File: src/rtl/scsi_irq_pkg.sv
package scsi_irq_pkg;
  localparam int unsigned DW = 8;

  localparam logic [2:0] A_STAT  = 3'd0;
  localparam logic [2:0] A_INTR  = 3'd1;
  localparam logic [2:0] A_SEQ   = 3'd2;
  localparam logic [2:0] A_FLAGS = 3'd3;
  localparam logic [2:0] A_CMD   = 3'd4;
  localparam logic [2:0] A_FIFO  = 3'd5;
  localparam logic [2:0] A_CFG1  = 3'd6;

  localparam logic [6:0] OP_RESET  = 7'h02;
  localparam logic [6:0] OP_BUSRST = 7'h03;
  localparam logic [6:0] OP_XFER   = 7'h10;
  localparam logic [6:0] OP_MSGACC = 7'h12;
  localparam logic [6:0] OP_ENSEL  = 7'h44;
  localparam logic [6:0] OP_DISSEL = 7'h45;

  localparam int unsigned IB_FC  = 0;
  localparam int unsigned IB_BS  = 1;
  localparam int unsigned IB_DC  = 2;
  localparam int unsigned IB_RST = 3;
  localparam int unsigned N_IB   = 4;

  localparam int unsigned SB_TC  = 4;
  localparam int unsigned SB_INT = 7;
  localparam int unsigned CFG1_NORPT = 6;
  localparam logic [DW-1:0] CFG1_INIT = 8'h07;

  typedef struct packed {
    logic soft_rst;
    logic bus_rst;
    logic msg_acc;
    logic en_sel;
    logic dis_sel;
    logic fifo_ti;
    logic rd_intr;
  } cmd_evt_t;
endpackage

File: src/rtl/scsi_irq_dec.sv
module scsi_irq_dec
  import scsi_irq_pkg::*;
#(
  parameter int unsigned ADDR_W = 3
) (
  input  logic              reg_wr_i,
  input  logic              reg_rd_i,
  input  logic [ADDR_W-1:0] reg_addr_i,
  input  logic [6:0]        op_i,
  input  logic [DW-1:0]     cmd_q_i,
  output cmd_evt_t          evt_o
);
  logic wr_cmd;

  always_comb begin
    evt_o  = '0;
    wr_cmd = reg_wr_i && (reg_addr_i == ADDR_W'(A_CMD));
    if (wr_cmd) begin
      unique case (op_i)
        OP_RESET:  evt_o.soft_rst = 1'b1;
        OP_BUSRST: evt_o.bus_rst  = 1'b1;
        OP_MSGACC: evt_o.msg_acc  = 1'b1;
        OP_ENSEL:  evt_o.en_sel   = 1'b1;
        OP_DISSEL: evt_o.dis_sel  = 1'b1;
        default:   ;
      endcase
    end
    // per-byte interrupt only in non-DMA transfer mode
    evt_o.fifo_ti = reg_wr_i && (reg_addr_i == ADDR_W'(A_FIFO))
                    && (cmd_q_i == {1'b0, OP_XFER});
    evt_o.rd_intr = reg_rd_i && (reg_addr_i == ADDR_W'(A_INTR));
  end
endmodule

File: src/rtl/scsi_irq_int_unit.sv
module scsi_irq_int_unit
  import scsi_irq_pkg::*;
(
  input  logic          clk_i,
  input  logic          rst_ni,
  input  cmd_evt_t      evt_i,
  input  logic          ev_fc_i,
  input  logic          ev_bs_i,
  input  logic          ev_dc_i,
  input  logic          ev_busrst_i,
  input  logic          ev_tc_i,
  input  logic          norpt_i,
  output logic [DW-1:0] intr_o,
  output logic          int_o,
  output logic          tc_o,
  output logic          raise_o
);
  logic [N_IB-1:0] set_bits;
  logic [N_IB-1:0] intr_q;
  logic            int_q, tc_q, clr_intr;

  always_comb begin
    set_bits         = '0;
    set_bits[IB_FC]  = ev_fc_i | evt_i.fifo_ti;
    set_bits[IB_BS]  = ev_bs_i | evt_i.fifo_ti;
    set_bits[IB_DC]  = ev_dc_i | evt_i.msg_acc;
    set_bits[IB_RST] = (ev_busrst_i | evt_i.bus_rst) & ~norpt_i;
    raise_o  = (|set_bits) | evt_i.dis_sel;
    clr_intr = evt_i.rd_intr | evt_i.en_sel | evt_i.dis_sel;
  end

  // set wins over clear: a same-cycle event survives the acknowledge
  for (genvar b = 0; b < N_IB; b++) begin : g_bit
    always_ff @(posedge clk_i or negedge rst_ni) begin
      if (!rst_ni)             intr_q[b] <= 1'b0;
      else if (evt_i.soft_rst) intr_q[b] <= 1'b0;
      else if (set_bits[b])    intr_q[b] <= 1'b1;
      else if (clr_intr)       intr_q[b] <= 1'b0;
    end
  end

  always_ff @(posedge clk_i or negedge rst_ni) begin
    if (!rst_ni) begin
      int_q <= 1'b0;
      tc_q  <= 1'b0;
    end else if (evt_i.soft_rst) begin
      int_q <= 1'b0;
      tc_q  <= 1'b0;
    end else begin
      if (raise_o)            int_q <= 1'b1;
      else if (evt_i.rd_intr) int_q <= 1'b0;
      if (ev_tc_i)            tc_q  <= 1'b1;
      else if (evt_i.rd_intr) tc_q  <= 1'b0;
    end
  end

  assign intr_o = {{(DW-N_IB){1'b0}}, intr_q};
  assign int_o  = int_q;
  assign tc_o   = tc_q;
endmodule

File: src/rtl/scsi_irq_rdmux.sv
module scsi_irq_rdmux
  import scsi_irq_pkg::*;
#(
  parameter int unsigned ADDR_W  = 3,
  parameter int unsigned PHASE_W = 3,
  parameter int unsigned SEQ_W   = 3,
  parameter int unsigned FLAGS_W = 5
) (
  input  logic [ADDR_W-1:0]  addr_i,
  input  logic               int_i,
  input  logic               tc_i,
  input  logic [PHASE_W-1:0] phase_i,
  input  logic [DW-1:0]      intr_i,
  input  logic [SEQ_W-1:0]   seq_i,
  input  logic [FLAGS_W-1:0] flags_i,
  input  logic [DW-1:0]      cmd_i,
  input  logic [DW-1:0]      cfg1_i,
  output logic [DW-1:0]      data_o
);
  logic [DW-1:0] stat;

  always_comb begin
    stat              = '0;
    stat[SB_INT]      = int_i;
    stat[SB_TC]       = tc_i;
    stat[PHASE_W-1:0] = phase_i;
    unique case (addr_i)
      ADDR_W'(A_STAT):  data_o = stat;
      ADDR_W'(A_INTR):  data_o = intr_i;
      ADDR_W'(A_SEQ):   data_o = DW'(seq_i);
      ADDR_W'(A_FLAGS): data_o = DW'(flags_i);
      ADDR_W'(A_CMD):   data_o = cmd_i;
      ADDR_W'(A_CFG1):  data_o = cfg1_i;
      default:          data_o = '0;
    endcase
  end
endmodule

File: src/rtl/scsi_irq_status.sv
module scsi_irq_status
  import scsi_irq_pkg::*;
#(
  parameter int unsigned ADDR_W  = 3,
  parameter int unsigned PHASE_W = 3,
  parameter int unsigned SEQ_W   = 3,
  parameter int unsigned FLAGS_W = 5
) (
  input  logic               clk_i,
  input  logic               rst_ni,
  input  logic               reg_wr_i,
  input  logic               reg_rd_i,
  input  logic [ADDR_W-1:0]  reg_addr_i,
  input  logic [7:0]         reg_wdata_i,
  output logic [7:0]         reg_rdata_o,
  input  logic               ev_fc_i,
  input  logic               ev_bs_i,
  input  logic               ev_dc_i,
  input  logic               ev_busrst_i,
  input  logic               ev_tc_i,
  input  logic               phase_we_i,
  input  logic [PHASE_W-1:0] phase_i,
  input  logic               seq_we_i,
  input  logic [SEQ_W-1:0]   seq_i,
  input  logic               flags_we_i,
  input  logic [FLAGS_W-1:0] flags_i,
  input  logic               drq_set_i,
  input  logic               drq_clr_i,
  output logic               irq_o,
  output logic               drq_o
);
  cmd_evt_t           evt;
  logic [DW-1:0]      intr_q, cmd_q, cfg1_q, rd_mux, rdata_q;
  logic [PHASE_W-1:0] phase_q;
  logic [SEQ_W-1:0]   seq_q;
  logic [FLAGS_W-1:0] flags_q;
  logic               int_w, tc_w, raise_w, drq_q;

  scsi_irq_dec #(.ADDR_W(ADDR_W)) u_dec (
    .reg_wr_i   (reg_wr_i),
    .reg_rd_i   (reg_rd_i),
    .reg_addr_i (reg_addr_i),
    .op_i       (reg_wdata_i[6:0]),
    .cmd_q_i    (cmd_q),
    .evt_o      (evt)
  );

  scsi_irq_int_unit u_int (
    .clk_i       (clk_i),
    .rst_ni      (rst_ni),
    .evt_i       (evt),
    .ev_fc_i     (ev_fc_i),
    .ev_bs_i     (ev_bs_i),
    .ev_dc_i     (ev_dc_i),
    .ev_busrst_i (ev_busrst_i),
    .ev_tc_i     (ev_tc_i),
    .norpt_i     (cfg1_q[CFG1_NORPT]),
    .intr_o      (intr_q),
    .int_o       (int_w),
    .tc_o        (tc_w),
    .raise_o     (raise_w)
  );

  scsi_irq_rdmux #(
    .ADDR_W(ADDR_W), .PHASE_W(PHASE_W), .SEQ_W(SEQ_W), .FLAGS_W(FLAGS_W)
  ) u_rdmux (
    .addr_i  (reg_addr_i),
    .int_i   (int_w),
    .tc_i    (tc_w),
    .phase_i (phase_q),
    .intr_i  (intr_q),
    .seq_i   (seq_q),
    .flags_i (flags_q),
    .cmd_i   (cmd_q),
    .cfg1_i  (cfg1_q),
    .data_o  (rd_mux)
  );

  always_ff @(posedge clk_i or negedge rst_ni) begin
    if (!rst_ni) begin
      phase_q <= '0;
      seq_q   <= '0;
      flags_q <= '0;
      cmd_q   <= '0;
      cfg1_q  <= CFG1_INIT;
      drq_q   <= 1'b0;
    end else if (evt.soft_rst) begin
      phase_q <= '0;
      seq_q   <= '0;
      flags_q <= '0;
      cmd_q   <= '0;
      cfg1_q  <= CFG1_INIT;
      drq_q   <= 1'b0;
    end else begin
      if (phase_we_i) phase_q <= phase_i;
      if (seq_we_i)                        seq_q <= seq_i;
      else if (evt.rd_intr || evt.msg_acc) seq_q <= '0;
      if (flags_we_i)       flags_q <= flags_i;
      else if (evt.msg_acc) flags_q <= '0;
      if (reg_wr_i && reg_addr_i == ADDR_W'(A_CMD))  cmd_q  <= reg_wdata_i;
      if (reg_wr_i && reg_addr_i == ADDR_W'(A_CFG1)) cfg1_q <= reg_wdata_i;
      if (drq_set_i)      drq_q <= 1'b1;
      else if (drq_clr_i) drq_q <= 1'b0;
    end
  end

  always_ff @(posedge clk_i or negedge rst_ni) begin
    if (!rst_ni)       rdata_q <= '0;
    else if (reg_rd_i) rdata_q <= rd_mux;
  end

  assign reg_rdata_o = rdata_q;
  assign irq_o       = int_w;
  assign drq_o       = drq_q;
endmodule

File: config.mk
export PLATFORM = sky130hd
export DESIGN_NAME = scsi_irq_status
export DESIGN_NICKNAME = d
export VERILOG_FILES = /design/src/rtl/scsi_irq_pkg.sv /design/src/rtl/scsi_irq_dec.sv /design/src/rtl/scsi_irq_int_unit.sv /design/src/rtl/scsi_irq_rdmux.sv /design/src/rtl/scsi_irq_status.sv
export SDC_FILE = /design/constraint.sdc
export NUM_CORES = 1
export LEC_CHECK = 0
export CAP_MARGIN = 25
export CORE_MARGIN = 5
export CORE_UTILIZATION = 50
export CTS_CLUSTER_DIAMETER = 150
export DETAILED_ROUTE_END_ITERATION = 8
export HOLD_SLACK_MARGIN = 0.06
export PLACE_DENSITY = 0.84
export SYNTH_ARGS = -nofsm -noshare
export SYNTH_HDL_FRONTEND = slang
export SYNTH_SLANG_ARGS = --single-unit
File: constraint.sdc
create_clock -name clk_i -period 1.96 [get_ports clk_i]
set_input_delay 0.392 -clock clk_i [delete_from_list [all_inputs] [get_ports clk_i]]
set_output_delay 0.392 -clock clk_i [all_outputs]
set_load 0.05 [all_outputs]
After elaboration in Yosys (flattened, before gate mapping)
Cells that the tools add are included.
Cells by class
  bitwise operators: 9
  equality and inequality tests: 12
  muxes and demuxes: 36
  reductions and logical operators: 20
Operator list (number)
  $pmux W8 S6: 1
  $mux W8: 4
  $reduce_bool A3 Y1: 9
  $mux W1: 22
  $mux W5: 4
  $mux W3: 5
  $eq A7 B2 Y1 const B: 2
  $eq A7 B7 Y1 const B: 2
  $eq A3 B3 Y1 const B: 3
  $eq A8 B5 Y1 const B: 1
  $eq A7 B5 Y1 const B: 1
  $or A1 B1 Y1: 7
  $eq A3 B2 Y1 const B: 2
  $reduce_bool A2 Y1: 3
  $logic_and A1 B1 Y1: 5
  $reduce_or A4 Y1: 1
  $eq A3 B1 Y1 const B: 1
  $logic_not A3 Y1: 1
  $and A1 B1 Y1: 1
  $logic_or A1 B1 Y1: 1
  $not A1 Y1: 1
Word-level totals
  bits of input ports: 36
  flip-flop bits (word level): 42
  word-level logic and storage cells: 90
  output and inout bits: 10

Longest topological paths before layout
  depth after elaboration: 9
  gate-level depth with buffers: 8
  mapped depth without buffers: 4

Hierarchy
From an unflattened synthesis, not the netlist that was laid out.
Second synthesis, totals
  cell total of the unflattened synthesis: 222
  area total of the unflattened synthesis: 2373.5 µm²
By module, submodules not included
  scsi_irq_status: sequential area each 904.6 µm², times used 1, cells each 132, area an instance 1589.0 µm²
  scsi_irq_rdmux: sequential area each 0.0 µm², times used 1, cells each 43, area an instance 344.1 µm²
  scsi_irq_int_unit: sequential area each 150.1 µm², times used 1, cells each 30, area an instance 304.0 µm²
  scsi_irq_dec: sequential area each 0.0 µm², times used 1, cells each 17, area an instance 136.4 µm²

Worst setup path after synthesis
Ideal clock, no wire load.
  path type: input port to flip-flop
  start point: input reg_addr_i[0]
  end point: register cfg1_q[4]
  setup time: 0.125 ns
  buffers on the path: 3
  setup slack: -0.063 ns
  stages on the path: 7
  data required time: 1.835 ns
  arrival time: 1.898 ns
  cell sequence: buf_6 -> nand4bb_1 -> clkbuf_1 -> or4_1 -> buf_2 -> nand2_1 -> mux2_2
On the way
  longest elaborated chain between the ends: 4
  elaborated cells on any way between the ends: 7
  classes of those cells: eq/ne (2); mux (2); reduce/logical (3)
Ends and longest elaborated chain
  from (decl): RTL line scsi_irq_status.sv:13  | input logic [ADDR_W-1:0] reg_addr_i,
  $eq A3 B3 Y1: RTL line scsi_irq_dec.sv:17  | wr_cmd = reg_wr_i && (reg_addr_i == ADDR_W'(A_CMD));
  $logic_and A1 B1 Y1: RTL line scsi_irq_dec.sv:17
  $mux W5: RTL line scsi_irq_dec.sv:18  | if (wr_cmd) begin
  $mux W8 / $reduce_bool A2 Y1 (equally long branches)
  to (signal assigned): RTL line scsi_irq_status.sv:101  | if (reg_wr_i && reg_addr_i == ADDR_W'(A_CFG1)) cfg1_q <= reg_wdata_i;
  to (decl): RTL line scsi_irq_status.sv:33  | logic [DW-1:0] intr_q, cmd_q, cfg1_q, rd_mux, rdata_q;
Several ways; a longest one is shown, not always the timed one.
A chain may end at the register's enable or synchronous reset.

Final worst setup path
  start point: register rdata_q[2], in the netlist reg_rdata_o[2]
  end point: output reg_rdata_o[2]
RTL lines
  from (decl): RTL line scsi_irq_status.sv:33
  from (signal assigned): RTL line scsi_irq_status.sv:109  | else if (reg_rd_i) rdata_q <= rd_mux;
  to (decl): RTL line scsi_irq_status.sv:15  | output logic [7:0] reg_rdata_o,
No word-level cell between the ends.

==> results.sh <==
export IMPL_utilization_pct=75.24
export IMPL_vias_per_cell=6.169
export IMPL_final_area_um2=2988
export IMPL_r2r_setup_slack_ns=0.14
export IMPL_synth_cells=197
export IMPL_dpl_hpwl_um=4364
export IMPL_grt_max_degree=20
export IMPL_wl_per_cell_um=19.73
export IMPL_register_area_um2=1055
export IMPL_io_pins=46
export IMPL_fillers=250
export IMPL_period_minus_slack_ns=1.860
export IMPL_num_rows=23
export IMPL_grt_antenna_before_repair=0
export IMPL_worstSetupEndpointType="output pin"
export IMPL_ant_nets=0
export IMPL_max_freq_ghz=0.5376
export IMPL_yosysWarnings=0
export IMPL_rsz0062_at_grt="false"
export IMPL_firstDrtPassIters=6
export IMPL_outcome="finished clean"
export IMPL_arrival_ns=1.47
export IMPL_cts_tree="built"
export IMPL_worstReg2RegEnd="u_int.int_o"
export IMPL_ys_seq_area_share_pct=51.75
export IMPL_finalCritPeriodShare_pct=94.90
export IMPL_final_common_cell="dfrtp_1"
export IMPL_drive_above_1_share_pct=24.44
export IMPL_grt_usage_pct=23.24
export IMPL_clock_skew_ns=0.005701
export IMPL_cp_data_required_time_ns=1.57
export IMPL_synth_area_um2=2038
export IMPL_drc=0
export IMPL_slew_violations=0
export IMPL_die_y_um=73.85
export IMPL_clock_path_buffers=2
export IMPL_clkTransAtPathRegs_ns=0.08
export IMPL_place_inst=310
export IMPL_grt_pass1_vias=1956
export IMPL_min_path_type="input port to flip-flop"
export IMPL_htree_levels=2
export IMPL_max_stage_delay_ns=0.81
export IMPL_slew_headroom_pct=66.12
export IMPL_clkSinkCount=42
export IMPL_die_x_um=73.85
export IMPL_max_cap_violations=0
export IMPL_finalWirelength_um=6315
export IMPL_worst_hold_startpoint="reg_wdata_i[6]"
export IMPL_path_max_fanout=2
export IMPL_core_um2=3971
export IMPL_syn_avg_cell_area_um2=10.35
export IMPL_cts_buffers_inserted=5
export IMPL_slowest_stage="clkdlybuf4s50_1"
export IMPL_p_leak_nw=1.373
export IMPL_syn_to_final_growth_pct=46.59
export IMPL_num_vias=1974
export IMPL_portBuffers=45
export IMPL_gp_congestion=0.8763
export IMPL_ir_drop_v=0.0005957
export IMPL_worstHoldPathCells=4
export IMPL_ys_types=41
export IMPL_worstMarginPinSlew_ns=0.5073
export IMPL_placed_cell_area_um2=2731
export IMPL_root_buffer="clkbuf_8"
export IMPL_startpoint_type="flip-flop"
export IMPL_cp_top_family="buffers and inverters"
export IMPL_setup_viol=0
export IMPL_grt_overflow_total=0
export IMPL_timing_rr_start="cmd_q[0]"
export IMPL_hold_viol_final=0
export IMPL_crit_type="flip-flop to output pin"
export IMPL_path_cells="clkdlybuf4s50_1"
export IMPL_powerDensity_nw_per_um2=773.4
export IMPL_path_buf_inv=1
export IMPL_hold_path_endpoint="cmd_q[6]"
export IMPL_multi_input_area_um2=972.2
export IMPL_worstRegToRegCells=5
export IMPL_grt_first_pass_wirelength_um=9390
export IMPL_mostFrequentLayoutCells="39 x dfrtp_1, 33 x clkdlybuf4s50_1, 28 x buf_4, 26 x nand2_1, 16 x nor2_1"
export IMPL_hold_ws_ns=0.4427
export IMPL_num_antenna_cells=0
export IMPL_clk_latency_ns=0.30
export IMPL_final_nets=305
export IMPL_start_util_pct=51.32
export IMPL_final_cells=320
export IMPL_synth_seq_cells=42
export IMPL_worst_path_stages=1
export IMPL_drt_initial_drc_count=207
export IMPL_syn_nets=233
export IMPL_die_area_um2=5453
[layout make-up]
| class | count | area share [%] |
|---|---|---|
| inverter | 9 | 1.131 |
| clock inverter | 1 | 1.005 |
| clock buffer | 7 | 2.889 |
| sequential | 42 | 35.30 |
| timing repair buffer | 78 | 25.04 |
| multi-input combinational | 133 | 32.54 |
| tap | 50 | 2.094 |
[state kept, by name (all words and copies together), names as in the netlist, 3 cells and up]
register      cells
flags_q           5
u_int.intr_o      4
cmd_q             8
reg_rdata_o       8
cfg1_q            8
phase_q           3
seq_q             3
[worst max path at each step]
| stage | from | to | slack (ns) |
|---|---|---|---|
| finish | reg_rdata_o[2] | reg_rdata_o[2] | 0.1 |
| global route | cmd_q[0] | u_int.int_o | 0.02 |
| CTS | reg_addr_i[0] | flags_q[0] | -0.02 |
| detailed placement | reg_wdata_i[3] | u_int.intr_o[0] | -0.43 |
| global placement | reg_wdata_i[5] | flags_q[4] | -0.38 |
| floorplan | reg_addr_i[0] | cfg1_q[4] | -0.02 |
[per-layer routing]
metal | share of wire, % | wire length [um] | global-route usage, % | vias to the layer above
met1 | 38 | 2395 | 29.07 | 962
met5 | 0 | 0 | 0 | -
met2 | 50 | 3177 | 38.68 | 129
met3 | 8.5 | 539 | 4.788 | 20
met4 | 3.2 | 202 | 10.06 | 0
li1 | - | - | - | 863
[metrics by stage]
| stage | setup TNS (ns) | total power, W | setup slack, ns |
|---|---|---|---|
| detailed placement | -10.62 | 0.001578 | -0.4307 |
| global route | 0 | 0.002392 | 0.02167 |
| floorplan | -0.06510 | 0.001338 | -0.01863 |
| finish | 0 | 0.002311 | 0.09991 |
| global placement | -9.665 | 0.001558 | -0.3771 |
| CTS | -0.1419 | 0.002285 | -0.01749 |
[Yosys cell counts]
master / count / area (um2)
dfrtp_1: 39 / 975.9
nand2_1: 27 / 101.4
nor2_1: 16 / 60.06
mux2i_1: 12 / 120.1
clkbuf_1: 9 / 33.78
inv_1: 9 / 33.78
a32o_1: 8 / 80.08
mux2_2: 7 / 78.83
a21oi_1: 6 / 30.03
nand3_1: 6 / 30.03
o21ai_0: 5 / 25.02
a31oi_1: 4 / 25.02
nor4_1: 4 / 25.02
o22ai_1: 4 / 25.02
dfstp_2: 3 / 78.83
or4_1: 3 / 22.52
a221oi_1: 2 / 17.52
a22oi_1: 2 / 15.01
a311oi_1: 2 / 17.52
a32oi_1: 2 / 17.52
buf_2: 2 / 10.01
buf_6: 2 / 22.52
nand2b_1: 2 / 12.51
nand4bb_1: 2 / 22.52
nor2b_1: 2 / 12.51
or3_1: 2 / 12.51
a211o_1: 1 / 8.760
a211oi_1: 1 / 7.510
a31o_2: 1 / 8.760
and3_1: 1 / 6.260
mux4_2: 1 / 22.52
nor3_1: 1 / 5.000
nor3b_1: 1 / 7.510
o211ai_1: 1 / 7.510
o21a_1: 1 / 7.510
o21bai_1: 1 / 7.510
o221ai_1: 1 / 8.760
o31ai_1: 1 / 7.510
o32ai_1: 1 / 8.760
or3b_1: 1 / 8.760
or4b_2: 1 / 10.01
[timing repair]
action / CTS / global route
gates cloned: 0 / 1
setup endpoints to repair: 22 / 25
resized for setup: 9 / 18
pin swaps: 3 / 7
hold buffers: 1 / 0
setup buffers: 0 / 0
endpoints found under the hold margin: 12 / 0
[power breakdown]
part,total [W],switching (W),internal [W]
combinational,0.000519,0.000268,0.000251
clock,0.000715,0.000300,0.000415
sequential,0.00108,0.0000887,0.000988
[kinds of logic (layout without fill, tap and decap cells)]
logic type | count (synthesis) | after routing | share of synthesized area [%]
simple gates | 69 | 69 | 16.51
compound gates | 44 | 44 | 15.96
flops | 42 | 42 | 51.75
mux | 20 | 20 | 10.87
buf+inv | 22 | 95 | 4.911
(Power assumes the default switching activity.)
